<file path="src/rtl/rtc_pkg.sv">
package rtc_pkg;
  localparam int unsigned CODE_W = 8;

  // sawtooth code for one ramp step
  function automatic logic [CODE_W-1:0] ramp_code(input int unsigned idx, input int unsigned steps);
    int unsigned scaled;
    scaled = (idx * (1 << CODE_W)) / steps;
    return scaled[CODE_W-1:0];
  endfunction

  // elapsed ticks between two timer readings on a timer of the given modulus
  function automatic int unsigned span_ticks(input int unsigned now_v, input int unsigned ref_v,
                                             input int unsigned modulus);
    if (now_v >= ref_v) return now_v - ref_v;
    return now_v + modulus - ref_v;
  endfunction
endpackage

</file>
<file path="src/rtl/rtc_ramp_seq.sv">
module rtc_ramp_seq #(
  parameter int unsigned STEPS = 200,
  parameter int unsigned DIV   = 128
) (
  input  logic                       clk,
  input  logic                       rst,
  output logic [rtc_pkg::CODE_W-1:0] dac_code,
  output logic                       step_tick,
  output logic                       ramp_wrap
);
  localparam int unsigned SW = (STEPS > 1) ? $clog2(STEPS) : 1;
  localparam int unsigned DW = (DIV > 1) ? $clog2(DIV) : 1;

  logic [DW-1:0] div_q;
  logic [SW-1:0] step_q;

  assign step_tick = (div_q == DW'(DIV - 1));
  assign ramp_wrap = step_tick && (step_q == SW'(STEPS - 1));
  assign dac_code  = rtc_pkg::ramp_code(32'(step_q), STEPS);

  always_ff @(posedge clk) begin
    if (rst) begin
      div_q  <= '0;
      step_q <= '0;
    end else begin
      div_q <= step_tick ? '0 : div_q + 1'b1;
      if (ramp_wrap)      step_q <= '0;
      else if (step_tick) step_q <= step_q + 1'b1;
    end
  end
endmodule

</file>
<file path="src/rtl/rtc_timer.sv">
module rtc_timer #(
  parameter int unsigned CNT_W    = 16,
  parameter int unsigned TICK_DIV = 2,
  parameter int unsigned TMR_MAX  = 65534
) (
  input  logic             clk,
  input  logic             rst,
  output logic             tick_en,
  output logic [CNT_W-1:0] tmr_q,
  output logic [CNT_W-1:0] tmr_nxt
);
  localparam int unsigned PW = (TICK_DIV > 1) ? $clog2(TICK_DIV) : 1;

  logic [PW-1:0] pre_q;

  assign tick_en = (pre_q == PW'(TICK_DIV - 1));
  assign tmr_nxt = !tick_en ? tmr_q :
                   (tmr_q == CNT_W'(TMR_MAX)) ? '0 : tmr_q + 1'b1;

  always_ff @(posedge clk) begin
    if (rst) begin
      pre_q <= '0;
      tmr_q <= '0;
    end else begin
      pre_q <= tick_en ? '0 : pre_q + 1'b1;
      tmr_q <= tmr_nxt;
    end
  end
endmodule

</file>
<file path="src/rtl/rtc_fall_detect.sv">
module rtc_fall_detect #(
  parameter int unsigned SYNC_STAGES = 2
) (
  input  logic clk,
  input  logic rst,
  input  logic comp_async,
  output logic fall_pulse
);
  // stages 0..SYNC_STAGES-1 synchronize, the last one holds the previous value
  logic [SYNC_STAGES:0] sh_q;

  assign fall_pulse = sh_q[SYNC_STAGES] && !sh_q[SYNC_STAGES-1];

  always_ff @(posedge clk) begin
    if (rst) sh_q <= '0;
    else     sh_q <= {sh_q[SYNC_STAGES-1:0], comp_async};
  end
endmodule

</file>
<file path="src/rtl/ramp_tdc.sv">
module ramp_tdc #(
  parameter int unsigned CNT_W      = 16,
  parameter int unsigned TMR_MAX    = 65534,
  parameter int unsigned TICK_DIV   = 2,
  parameter int unsigned FAST_STEPS = 200,
  parameter int unsigned FAST_DIV   = 128,
  parameter int unsigned SLOW_STEPS = 1250,
  parameter int unsigned SLOW_DIV   = 320,
  parameter bit          SLOW_SEL   = 1'b0
) (
  input  logic                       clk,
  input  logic                       rst,
  input  logic                       comp_in,
  output logic [rtc_pkg::CODE_W-1:0] dac_code,
  output logic                       ts_valid,
  output logic [CNT_W-1:0]           ts_ticks,
  output logic                       ts_nocross
);
  localparam int unsigned STEPS = SLOW_SEL ? SLOW_STEPS : FAST_STEPS;
  localparam int unsigned DIV   = SLOW_SEL ? SLOW_DIV : FAST_DIV;

  logic             step_tick, ramp_wrap, tick_en, fall_pulse;
  logic [CNT_W-1:0] tmr_q, tmr_nxt, base_q;
  logic             armed_q;
  logic             capture_hit;

  rtc_ramp_seq #(.STEPS(STEPS), .DIV(DIV)) u_seq (
    .clk(clk), .rst(rst), .dac_code(dac_code),
    .step_tick(step_tick), .ramp_wrap(ramp_wrap)
  );

  rtc_timer #(.CNT_W(CNT_W), .TICK_DIV(TICK_DIV), .TMR_MAX(TMR_MAX)) u_tmr (
    .clk(clk), .rst(rst), .tick_en(tick_en), .tmr_q(tmr_q), .tmr_nxt(tmr_nxt)
  );

  rtc_fall_detect #(.SYNC_STAGES(2)) u_fall (
    .clk(clk), .rst(rst), .comp_async(comp_in), .fall_pulse(fall_pulse)
  );

  assign capture_hit = fall_pulse && armed_q;

  always_ff @(posedge clk) begin
    if (rst) begin
      armed_q    <= 1'b1;
      base_q     <= '0;
      ts_valid   <= 1'b0;
      ts_ticks   <= '0;
      ts_nocross <= 1'b0;
    end else begin
      ts_valid   <= 1'b0;
      ts_nocross <= 1'b0;
      if (capture_hit) begin
        ts_valid <= 1'b1;
        ts_ticks <= CNT_W'(rtc_pkg::span_ticks(32'(tmr_q), 32'(base_q), TMR_MAX + 1));
        armed_q  <= 1'b0;
      end
      if (ramp_wrap) begin
        base_q  <= tmr_nxt;
        armed_q <= 1'b1;
        if (armed_q && !capture_hit) begin
          ts_valid   <= 1'b1;
          ts_nocross <= 1'b1;
          ts_ticks   <= '0;
        end
      end
    end
  end
endmodule

</file>
<file path="config.mk">
export PLATFORM = sky130hd
export DESIGN_NAME = ramp_tdc
export DESIGN_NICKNAME = d
export VERILOG_FILES = /design/src/rtl/rtc_pkg.sv /design/src/rtl/rtc_ramp_seq.sv /design/src/rtl/rtc_timer.sv /design/src/rtl/rtc_fall_detect.sv /design/src/rtl/ramp_tdc.sv
export SDC_FILE = /design/constraint.sdc
export NUM_CORES = 1
export LEC_CHECK = 0
export BUFFER_PORTS_ARGS = -buffer_cell sky130_fd_sc_hd__buf_4
export CAP_MARGIN = 10
export CORE_ASPECT_RATIO = 0.75
export CORE_UTILIZATION = 45
export DETAILED_ROUTE_END_ITERATION = 6
export MAX_ROUTING_LAYER = met4
export SLEW_MARGIN = 25
export SYNTH_ARGS = -nofsm -noshare
export SYNTH_HDL_FRONTEND = slang
export SYNTH_HIERARCHICAL = 1
export SYNTH_SLANG_ARGS = --single-unit
</file>
<file path="constraint.sdc">
create_clock -name clk -period 10.55 [get_ports clk]
set_input_delay 1.5825 -clock clk [delete_from_list [all_inputs] [get_ports clk]]
set_output_delay 1.5825 -clock clk [all_outputs]
set_load 0.02 [all_outputs]
</file>
[After elaboration in Yosys (flattened, before gate mapping)]
Cells that the tools add are included.
Operators by class
  add/subtract/negate cells: 7
  divide/modulo/power cells: 1
  order comparisons: 1
  eq/ne operators: 3
  multiplexer cells: 14
  bitwise logic cells: 1
  reduce and logical (&&, ||, !) cells: 10
Operator list (number)
  two-way mux 16 bit: 7
  divider 16 x 8 -> 32 bit (second input constant): 1
  subtractor 16 bit: 2
  adder 16 x 1 -> 16 bit (second input constant): 1
  adder 16 bit (second input constant): 1
  == test 16 bit (second input constant): 1
  >= comparator 16 bit: 1
  adder 8 x 1 -> 8 bit (second input constant): 1
  == test 8 bit (second input constant): 1
  OR reduction 2 bit: 4
  adder 7 x 1 -> 7 bit (second input constant): 1
  == test 7 bit (second input constant): 1
  two-way mux 1 bit: 7
  logical AND 1 bit: 4
  zero test 1 bit: 2
  adder 1 bit (second input constant): 1
  inverter 1 bit: 1
Word-level totals
  register bits: 70
  bits of input ports: 3
  output and inout port bits: 26
  logic and storage cells: 47

[Logic depth before layout (Yosys ltp)]
  word-level depth: 9
  depth in mapped cells: 48

[By module]
Netlist, hierarchy kept.
By module, submodules not included
  rtc_ramp_seq: times used 1, cells each 549, area each 4020.1 µm², seq. area each 300.3 µm²
  ramp_tdc: times used 1, cells each 293, area each 2393.5 µm², seq. area each 700.7 µm²
  rtc_timer: times used 1, cells each 121, area each 963.4 µm², seq. area each 340.3 µm²
  rtc_fall_detect: times used 1, cells each 7, area each 87.6 µm², seq. area each 60.1 µm²

[Worst setup path after synthesis]
No wires, ideal clock.
  path type: reg-to-output
  from: register u_seq.step_q[0]
  to: output port dac_code[0] (netlist bit)
  arrival: 10.160 ns
  data required time: 8.968 ns
  path slack: -1.192 ns
  stages on the path, launching flop included: 47
  path buffers: 5
  cells stage by stage: dfxtp_1 -> clkbuf_1 -> inv_1 -> ha_1 -> nor3b_4 -> a2111o_1 -> nand3_1 -> mux2_2 -> a22oi_2 -> o21ai_1 -> nand2_1 -> ha_1 -> o311ai_0 -> mux2_2 -> or4_1 -> buf_6 -> a21oi_4 -> nor2_1 -> [11 not listed] -> or2_1 -> buf_4 -> inv_2 -> buf_6 -> ha_1 -> or4b_1 -> a32oi_1 -> or2_1 -> buf_4 -> clkinv_4 -> ha_1 -> nor3_1 -> a31oi_1 -> a21boi_1 -> mux2i_1 -> a21boi_0 -> o2111ai_1 -> a211o_1
Between the ends
  cells in the longest elaborated chain, start to end: 1
Ends and longest elaborated chain
  start: declaration: line rtc_ramp_seq.sv:15  | logic [SW-1:0] step_q;
  start signal: assignment: line rtc_ramp_seq.sv:28  | else if (step_tick) step_q <= step_q + 1'b1;
  divider 16 x 8 -> 32 bit: line rtc_pkg.sv:7  | scaled = (idx * (1 << CODE_W)) / steps;
  end: declaration: line ramp_tdc.sv:14  | output logic [rtc_pkg::CODE_W-1:0] dac_code,
No other way between the ends.

[Worst setup path in the final report]
  from: register u_seq.step_q[4]
  to: output port dac_code[0] (netlist bit)
Same word-level chain as after synthesis.

==> flow_summary.toml <==
[setup_path]
r2r_start = "u_seq/div_q[0]"
startpoint_type = "flip-flop"
required_ns = 8.97
crit_type = "flip-flop to output pin"
endpoint_kind = "output pin"
cp_slowest_cell = "or4b_4"
worstRegToRegCells = 13
r2r_slack_ns = 7.35
max_stage_delay_ns = 0.53
cpMostUsedCell = "ha_4"
cp_max_fo = 12
rr_endpoint = "ts_ticks[14]"
arrival_ns = 8.60

[cells_and_area]
final_area_sq_um = 8650
mostFrequentLayoutCells = "109 x nor2_1, 75 x buf_4, 71 x nand2_1"
layout_commonest_cell = "nor2_1"
antenna_cells = 0
syn2layout_area_growth_pct = 15.8
post-route-util_pct = 53.7
drive_gt1_share_pct = 21.0
fin_cells = 1226
num-nets-final = 1047

[hold_path]
hp-start = "u_fall/sh_q[0]"
whs_path_depth = 1
hp-class = "flip-flop to flip-flop"
whs_endpoint = "u_fall/sh_q[1]"

[place]
pre_cts_ws_ns = -0.00597
gp_congestion = 0.885
dp.cells = 1190
port_buffers = 28
placed_area_sq_um = 8080
dp_hpwl_mm = 16.7

[floorplan]
fp.dieW_microns = 151
core_area_sq_um = 16100
io_pins = 29
row_count = 40
die_area_sq_um = 17100
fp.dieH_microns = 114
start_util_pct = 46.3

[drt]
ant_nets = 0
drt-wirelength-per-cell_microns = 17.8
firstDrtPassIters = 5
vias = 7650
route.detailed.drc = 0
routed_wl_mm = 21.8
drtIter0Drc = 625
viasPerCell = 6.24

[synthesis]
mappedNetlistNets = 1006
synth-seq-cells = 70
seq_area_frac_synth_pct = 18.8
synthArstFlopShare_pct = 0
synth_area_leaders = "dfxtp_1 19%, nor2_1 5.5%, ha_1 5.2%, xnor2_1 4.3%, nand2_1 3.7%"
synthesis.instances = 970
synth_flop_cell = "dfxtp_1"
synth-edff-count = 0
synth_top_area_share_pct = 18.8
netlist_area_sq_um = 7460
yosys.area.top_type = "dfxtp_1"
avgSynthCellArea_sq_um = 7.70
yosysWarnings = 6
synth.distinct_cells = 118

[clock_network]
clk_pin_slew_worst_paths_ns = 0.06
cts-root-buf = "clkbuf_16"
cts_buffers = 9
cts.sinks = 70
ctsHoldBuffers = 0
clk_path_buf_depth = 2
cts_tree = "built"
clock_latency_ns = 0.34
cts_max_level = 3

[power]
total_power_mw = 0.603
power_density_nw_per_um2 = 69.8
power.leakage_nw = 3.42
peakVddDrop_v = 0.0000771

[global_route]
grt_pass1_vias = 6689
grt_usage_pct = 26.1
grt_max_degree = 42
antenna_found_initial = 0
grt-ovfl-total = 0
grt_first_pass_wirelength_mm = 34.9

[run]
drv_cap = 0

[timing]
maxSlewViolCount = 0
setup_viol = 0
slew_headroom_pct = 48.8
fmax_mhz = 98.2
worstMarginPinSlew_ns = 0.765
finalCriticalPeriod_ns = 10.18
whs_ns = 0.450
finalCritPeriodShare_pct = 96.5
worst_slack_ns = 0.371
clock_skew_ns = 0.00898
final-hold-violation-count = 0
finalSetupTns_ns = 0

[outcome]
status = "completed"
## worst max-delay path by stage
stage                         start     endpoint  slack (ns)
floorplan           u_seq/step_q[4]  dac_code[0]       -0.03
global placement    u_seq/step_q[4]  dac_code[0]        0.17
detailed placement  u_seq/step_q[4]  dac_code[0]      -0.006
CTS                 u_seq/step_q[4]  dac_code[0]        0.05
global route        u_seq/step_q[4]  dac_code[0]       -0.06
finish              u_seq/step_q[4]  dac_code[0]        0.37
## layout make-up
| cell class | instances | area [sq um] |
|---|---|---|
| Sequential cell | 70 | 1410 |
| Clock buffer | 13 | 260 |
| Tap cell | 210 | 263 |
| Timing Repair Buffer | 76 | 568 |
| Clock inverter | 3 | 43.8 |
| Fill cell | 1553 | 7470 |
| Inverter | 44 | 195 |
| Multi-Input combinational cell | 810 | 5910 |
## timing repair
action | CTS | global route
pin swaps | 2 | 18
setup endpoints to repair | 1 | 2
setup buffers | 1 | 19
gates resized for setup | 3 | 16
## Yosys cell counts, types with 8 or more instances
| master | instances |
|---|---|
| nor2_1 | 110 |
| nand2_1 | 73 |
| dfxtp_1 | 70 |
| a21oi_1 | 45 |
| o21ai_0 | 41 |
| inv_1 | 38 |
| xnor2_1 | 37 |
| nor3_1 | 32 |
| ha_1 | 31 |
| nand3_1 | 28 |
| mux2i_1 | 26 |
| xor2_1 | 20 |
| and2_1 | 18 |
| nand4_1 | 18 |
| clkbuf_1 | 16 |
| a31oi_1 | 15 |
| a211oi_1 | 13 |
| or2_2 | 13 |
| nor4_1 | 12 |
| or3_1 | 12 |
| a21o_1 | 11 |
| and3_1 | 11 |
| buf_2 | 11 |
| buf_4 | 11 |
| o211ai_1 | 11 |
| o21a_1 | 10 |
| o21ai_1 | 10 |
| o22ai_1 | 10 |
| nand2b_1 | 9 |
| nor2b_1 | 9 |
| a211o_1 | 8 |
| nand3b_1 | 8 |
| o31ai_1 | 8 |
## routing by layer
layer | vias up | track usage, % | part of all wire, %
met1 | 3638 | 39.9 | 51
met5 | - | - | 0
li1 | 3714 | - | -
met4 | 0 | 4.73 | 1.1
met2 | 275 | 35.4 | 41
met3 | 23 | 4.40 | 6.6
## sequential cells by signal, summed over array words and instances, names as in the netlist
name	flops
u_seq/step_q	8
ts_nocross	1
armed_q	1
u_tmr/tmr_q	16
ts_valid	1
u_tmr/tick_en	1
u_seq/div_q	7
u_fall/sh_q	3
ts_ticks	16
base_q	16
## report_power, final
group          switching (mW)  total, mW  internal (mW)
Combinational          0.0170     0.0272         0.0102
Sequential            0.00361      0.271          0.267
Clock                   0.109      0.305          0.196
## cell families (layout without fill, tap and decap cells)
group | after synthesis | in the layout | share of synthesized area (%)
fa+ha+maj | 33 | 33 | 5.73
xor+xnor | 58 | 58 | 6.91
compound gates | 282 | 282 | 28.8
mux | 35 | 35 | 4.98
flops | 70 | 70 | 18.8
simple gates | 402 | 402 | 28.6
buf+inv | 90 | 136 | 6.15
## critical path: cells and delay by family, from the launching register on
| kind | cells | cell delay, ns |
|---|---|---|
| DFF | 1 | 0.37 |
| and+or+nand+nor | 16 | 3.12 |
| adders and majority gates | 6 | 1.15 |
| AOI/OAI and AO/OA | 13 | 2.48 |
| muxes | 2 | 0.51 |
| buffers and inverters | 5 | 0.45 |
| xor gates and xnor gates | 1 | 0.18 |
No activity file was read; power rests on OpenSTA's default activity.
